[config.mk]
export PLATFORM = sky130hd
export DESIGN_NAME = dual_chan_irq_gate
export DESIGN_NICKNAME = d
export VERILOG_FILES = /design/src/rtl/irqgate_pkg.sv /design/src/rtl/irqgate_decode.sv /design/src/rtl/irqgate_datapath.sv /design/src/rtl/dual_chan_irq_gate.sv
export SDC_FILE = /design/constraint.sdc
export NUM_CORES = 1
export LEC_CHECK = 0
export BUFFER_PORTS_ARGS = -buffer_cell sky130_fd_sc_hd__buf_2
export CAP_MARGIN = 20
export CORE_MARGIN = 1
export CORE_UTILIZATION = 45
export DETAILED_ROUTE_END_ITERATION = 8
export GPL_ROUTABILITY_DRIVEN = 0
export GPL_TIMING_DRIVEN = 0
export PLACE_DENSITY = 0.79
export SYNTH_ARGS = -nofsm -noshare
export SYNTH_HDL_FRONTEND = slang
export SYNTH_SLANG_ARGS = --single-unit
[constraint.sdc]
create_clock -name clk -period 1.05 [get_ports clk]
set_input_delay 0.21 -clock clk [delete_from_list [all_inputs] [get_ports clk]]
set_output_delay 0.21 -clock clk [all_outputs]
set_load 0.05 [all_outputs]
[src/rtl/irqgate_pkg.sv]
package irqgate_pkg;

  localparam int NUM_CH = 2;

  // One-cycle strobes from the address decoder to the datapath
  typedef struct packed {
    logic [NUM_CH-1:0] setEn;
    logic [NUM_CH-1:0] clrEn;
    logic [NUM_CH-1:0] rdGate;
    logic [NUM_CH-1:0] rdStat;
    logic              ctrlWr;
    logic              rdCtrl;
  } strobes_t;

endpackage

[src/rtl/irqgate_decode.sv]
module irqgate_decode
  import irqgate_pkg::*;
#(
  parameter int ADDR_W     = 14,
  parameter int CTRL_OFS   = 'h0000,
  parameter int GATE_BASE  = 'h2200,
  parameter int CH_STRIDE  = 'h1000,
  parameter int STAT_DELTA = 'h0090
) (
  input  logic [ADDR_W-1:0] busAddr,
  input  logic              busWrEn,
  input  logic              busRdEn,
  output strobes_t          strb
);

  logic rdOnly;
  assign rdOnly = busRdEn && !busWrEn;

  always_comb begin
    strb        = '0;
    strb.ctrlWr = busWrEn && (busAddr == ADDR_W'(CTRL_OFS));
    strb.rdCtrl = rdOnly && (busAddr == ADDR_W'(CTRL_OFS));
    for (int ch = 0; ch < NUM_CH; ch++) begin
      if (busAddr == ADDR_W'(GATE_BASE + ch * CH_STRIDE)) begin
        strb.setEn[ch]  = busWrEn;
        strb.clrEn[ch]  = rdOnly;
        strb.rdGate[ch] = rdOnly;
      end
      if (busAddr == ADDR_W'(GATE_BASE + ch * CH_STRIDE + STAT_DELTA)) begin
        strb.rdStat[ch] = rdOnly;
      end
    end
  end

endmodule

[src/rtl/irqgate_datapath.sv]
module irqgate_datapath
  import irqgate_pkg::*;
#(
  parameter int DATA_W      = 8,
  parameter int SYNC_STAGES = 2,
  parameter int WIN_BIT     = 5,
  parameter int DMA_BIT     = 0
) (
  input  logic              clk,
  input  logic              rst_n,
  input  strobes_t          strb,
  input  logic [DATA_W-1:0] busWrData,
  input  logic [NUM_CH-1:0] driveIrqIn,
  output logic [DATA_W-1:0] busRdData,
  output logic [NUM_CH-1:0] chanEn,
  output logic [NUM_CH-1:0] chanStat,
  output logic              cardIrq,
  output logic              dmaChanSel,
  output logic              extWinEn
);

  logic [DATA_W-1:0] ctrlQ;
  logic [DATA_W-1:0] rdNext;

  genvar ch;
  generate
    for (ch = 0; ch < NUM_CH; ch++) begin : g_chan
      logic [SYNC_STAGES-1:0] syncQ;
      always_ff @(posedge clk or negedge rst_n) begin
        if (!rst_n) begin
          syncQ        <= '0;
          chanStat[ch] <= 1'b0;
          chanEn[ch]   <= 1'b0;
        end else begin
          syncQ        <= {syncQ[SYNC_STAGES-2:0], driveIrqIn[ch]};
          chanStat[ch] <= syncQ[SYNC_STAGES-1];
          if (strb.setEn[ch])      chanEn[ch] <= 1'b1;
          else if (strb.clrEn[ch]) chanEn[ch] <= 1'b0;
        end
      end
    end
  endgenerate

  always_ff @(posedge clk or negedge rst_n) begin
    if (!rst_n)           ctrlQ <= '0;
    else if (strb.ctrlWr) ctrlQ <= busWrData;
  end

  always_comb begin
    rdNext = '0;
    if (strb.rdCtrl) rdNext = ctrlQ;
    for (int c = 0; c < NUM_CH; c++) begin
      if (strb.rdGate[c]) rdNext = DATA_W'(chanEn[c]);
      if (strb.rdStat[c]) rdNext = DATA_W'(chanStat[c]);
    end
  end

  always_ff @(posedge clk or negedge rst_n) begin
    if (!rst_n) busRdData <= '0;
    else        busRdData <= rdNext;
  end

  assign cardIrq    = |(chanEn & chanStat);
  assign dmaChanSel = ctrlQ[DMA_BIT];
  assign extWinEn   = ctrlQ[WIN_BIT];

endmodule

[src/rtl/dual_chan_irq_gate.sv]
module dual_chan_irq_gate
  import irqgate_pkg::*;
#(
  parameter int ADDR_W      = 14,
  parameter int DATA_W      = 8,
  parameter int SYNC_STAGES = 2,
  parameter int CTRL_OFS    = 'h0000,
  parameter int GATE_BASE   = 'h2200,
  parameter int CH_STRIDE   = 'h1000,
  parameter int STAT_DELTA  = 'h0090
) (
  input  logic              clk,
  input  logic              rst_n,
  input  logic [ADDR_W-1:0] busAddr,
  input  logic              busWrEn,
  input  logic              busRdEn,
  input  logic [DATA_W-1:0] busWrData,
  output logic [DATA_W-1:0] busRdData,
  input  logic [1:0]        driveIrqIn,
  output logic              cardIrq,
  output logic              dmaChanSel,
  output logic              extWinEn
);

  strobes_t          strb;
  logic [NUM_CH-1:0] chanEn;
  logic [NUM_CH-1:0] chanStat;

  irqgate_decode #(
    .ADDR_W(ADDR_W), .CTRL_OFS(CTRL_OFS), .GATE_BASE(GATE_BASE),
    .CH_STRIDE(CH_STRIDE), .STAT_DELTA(STAT_DELTA)
  ) u_decode (
    .busAddr(busAddr), .busWrEn(busWrEn), .busRdEn(busRdEn), .strb(strb)
  );

  irqgate_datapath #(
    .DATA_W(DATA_W), .SYNC_STAGES(SYNC_STAGES)
  ) u_datapath (
    .clk(clk), .rst_n(rst_n), .strb(strb), .busWrData(busWrData),
    .driveIrqIn(driveIrqIn), .busRdData(busRdData), .chanEn(chanEn),
    .chanStat(chanStat), .cardIrq(cardIrq), .dmaChanSel(dmaChanSel),
    .extWinEn(extWinEn)
  );

endmodule

==> results.json <==
{
  "cp_top_family": "simple AND/OR/NAND/NOR gates",
  "fin_skew_ns": 0.008729,
  "crit_path_end": "u_datapath.ctrlQ[7]$_DFFE_PN0P_",
  "use_met3_pct": 3.704,
  "drt_first_pass_iters": 4,
  "root_buffer": "clkbuf_4",
  "yosys.area.top_type": "dfrtp_1",
  "switchingPower_mw": 0.3153,
  "rsz0062_at_grt": "yes",
  "r2r-start": "u_datapath.chanEn[0]$_DFFE_PN0P_",
  "maxCapViolations": 0,
  "ys_seq_elements": 24,
  "finalPower_mw": 1.445,
  "status": "complete, but fails checks",
  "cts-htree-levels": 1,
  "slowest_delay_ns": 0.53,
  "grt_antenna_before_repair": 0,
  "port_buffers": 38,
  "grt.overflow.total": 0,
  "r2r_cells": 4,
  "crit_chain": "buf_6 -> or4_4 -> or4_4 -> or3_4 -> mux2_4",
  "switching_share_pct": 21.81,
  "drt_iter0_drc": 12,
  "whs_ns": 0.1225,
  "timing.final.ws_setup_ns": -0.8472,
  "min_path_type": "in -> reg",
  "clkSinkCount": 24,
  "met1_usage_pct": 19.85,
  "grtUsageMet2_pct": 39.20,
  "layout.nets": 147,
  "cp_max_fo": 8,
  "power_frac_clock_pct": 26.5,
  "ys_seq_area_share_pct": 62.58,
  "synth_ff_type": "dfrtp_1",
  "worstReg2RegEnd": "u_datapath.busRdData[0]$_DFF_PN0_",
  "grt.busiest_layer": "met2",
  "path_buf_inv": 1,
  "wl_um": 2272,
  "finalSetupViolations": 28,
  "worst_ir_drop_vdd_uv": 991.3,
  "p_comb_share_pct": 8.5,
  "yosys_warnings": 0,
  "required_ns": 1.25,
  "drive_above_1_share_pct": 57.26,
  "postRouteAntennaNets": 0,
  "slowest_stage": "or4_4",
  "start_kind": "input pin",
  "cp.depth": 5,
  "max_slew_margin_pct": 65.26,
  "r2r_setup_slack_ns": -0.08,
  "critical_path.startpoint": "busAddr[0]",
  "async_reset_ff_share_pct": 100.0,
  "grt_start_max_net_pins": 25,
  "powerDensity_nw_per_um2": 1043,
  "numCtsBuffers": 3,
  "worstMarginPinSlew_ns": 0.5211,
  "arrival_ns": 2.09,
  "cp-end-kind": "flip-flop",
  "io_pins": 39,
  "fp.dieH_um": 48.18,
  "wl_per_cell_um": 15.78,
  "failed_checks": "negative setup slack",
  "rows": 16,
  "synth_edf_count": 0,
  "cts_tree": "yes",
  "yosysTopAreaCellShare_pct": 62.58,
  "ys_types": 20,
  "syn_avg_cell_area_um2": 14.11,
  "clock_latency_ns": 0.31,
  "pwr-share-seq_pct": 65.1,
  "initial_utilization_pct": 48.42,
  "viasPerCell": 5.104,
  "cts.path.max_buffers": 2,
  "critPathKind": "in -> reg",
  "cts.clk_slew.worst_paths_ns": 0.12,
  "dieArea_um2": 2321,
  "grt.total_usage_pct": 20.11,
  "p_int_mw": 1.130,
  "fin_crit_ns": 1.897,
  "syn_inst": 68,
  "syn_to_final_growth_pct": 44.46,
  "synthTopCellsByArea": "dfrtp_1 (63%), mux2_4 (13%), and2_1 (4.6%)",
  "die_w_um": 48.18,
  "netlist_area_um2": 959.7,
  "hold_violations": 0,
  "drv_slew": 0,
  "drc": 0,
  "core_um2": 1982,
  "synth_fp_nets": 96,
  "finalCritPeriodShare_pct": 180.7,
  "max_freq_mhz": 527.1,
  "dr_total_vias": 735,
  "cp_common_cell": "or4_4",
  "grt_pass1_vias": 698,
  "dp.final_hpwl_um": 1371,
  "grt_first_pass_wirelength_um": 2967,
  "diodes": 0,
  "p_leak_nw": 0.7303
}
==> power by group through the flow <==
stage | clock [mW] | combinational, mW | sequential (mW)
2_1_floorplan | 0 | 0.0248 | 0.958
3_3_place_gp | 0 | 0.0962 | 0.957
3_5_place_dp | 0 | 0.102 | 0.958
4_1_cts | 0.391 | 0.119 | 0.940
5_1_grt | 0.425 | 0.134 | 0.942
6_report | 0.383 | 0.122 | 0.940
==> cell families after synthesis <==
logic type / Yosys count / share of synthesized area (%)
buffers and inverters: 5 / 2.868
flip-flops: 24 / 62.58
multiplexers: 10 / 14.60
AO/OA/AOI/OAI: 7 / 5.868
AND/OR/NAND/NOR: 22 / 14.08
==> metrics by stage <==
stage               cell area (um^2)  setup slack, ns  std cells  TNS (ns)  utilization [%]
global placement                1187           -1.293        133    -21.55            59.91
CTS                             1379          -0.8705        143    -14.13            69.57
detailed placement              1187           -1.289        133    -22.04            59.91
floorplan                      963.4           -1.121         68    -16.84                -
finish                          1386          -0.8472        144    -13.49            69.95
global route                    1386          -0.8454        144    -13.97            69.95
==> per-layer routing <==
metal,wire [um],vias up,part of all wire [%]
met1,859,350,38
met4,25,0,1.1
met5,0,-,0
li1,-,337,-
met3,126,4,5.5
met2,1261,44,56
==> cells in the final DEF, fill, tap and decap left out, drive strengths merged <==
cell type    count
nor2             1
o41ai            3
nor3             2
or2              2
or3              5
a22o             1
inv              3
o22ai            1
o21ai            1
buf             45
dlygate4sd3      3
dfrtp           24
a32o             1
clkbuf           3
nand2            3
mux2i            2
and2             7
or4              2
mux2             8
==> worst min-delay path by stage <==
stage            startpoint                                end  slack [ns]  depth (start not counted)
6_report       busWrData[6]    u_datapath.ctrlQ[6]$_DFFE_PN0P_        0.12                          2
2_1_floorplan         rst_n  u_datapath.busRdData[0]$_DFF_PN0_       -0.09                          0
3_3_place_gp          rst_n  u_datapath.busRdData[5]$_DFF_PN0_        0.20                          1
3_5_place_dp          rst_n  u_datapath.busRdData[6]$_DFF_PN0_        0.21                          1
5_1_grt        busWrData[6]    u_datapath.ctrlQ[6]$_DFFE_PN0P_        0.12                          2
4_1_cts        busWrData[6]    u_datapath.ctrlQ[6]$_DFFE_PN0P_        0.12                          2
==> cells in the mapped netlist (2+ instances only) <==
| library cell | n |
|---|---|
| and2_1 | 7 |
| nand2_1 | 3 |
| mux2_4 | 8 |
| or3_1 | 2 |
| inv_1 | 3 |
| nor3_1 | 2 |
| dfrtp_1 | 24 |
| or3_2 | 3 |
| or2_2 | 2 |
| mux2i_1 | 2 |
| o41ai_1 | 3 |
==> final cells by class <==
cell class | instances | area (um^2)
sequential | 24 | 600.6
timing repair buffer | 48 | 347.8
clock buffer | 3 | 22.52
inverter | 3 | 11.26
fill | 156 | 595.6
multi-input combinational | 39 | 370.4
tap | 27 | 33.78
==> flip-flops by register name (all words and copies together), names as in the netlist <==
| name | cells |
|---|---|
| u_datapath.busRdData | 8 |
| u_datapath.ctrlQ | 8 |
| u_datapath.g_chan.syncQ | 4 |
| u_datapath.chanEn | 2 |
| u_datapath.chanStat | 2 |
==> timing repair <==
action	in CTS	in global routing
setup buffers	6	1
hold buffers	3	0
pin swaps	5	2
endpoints found under the hold margin	26	0
endpoints found under the setup margin	29	29
resized for setup	29	0
Power figures use the tool's default switching activity.
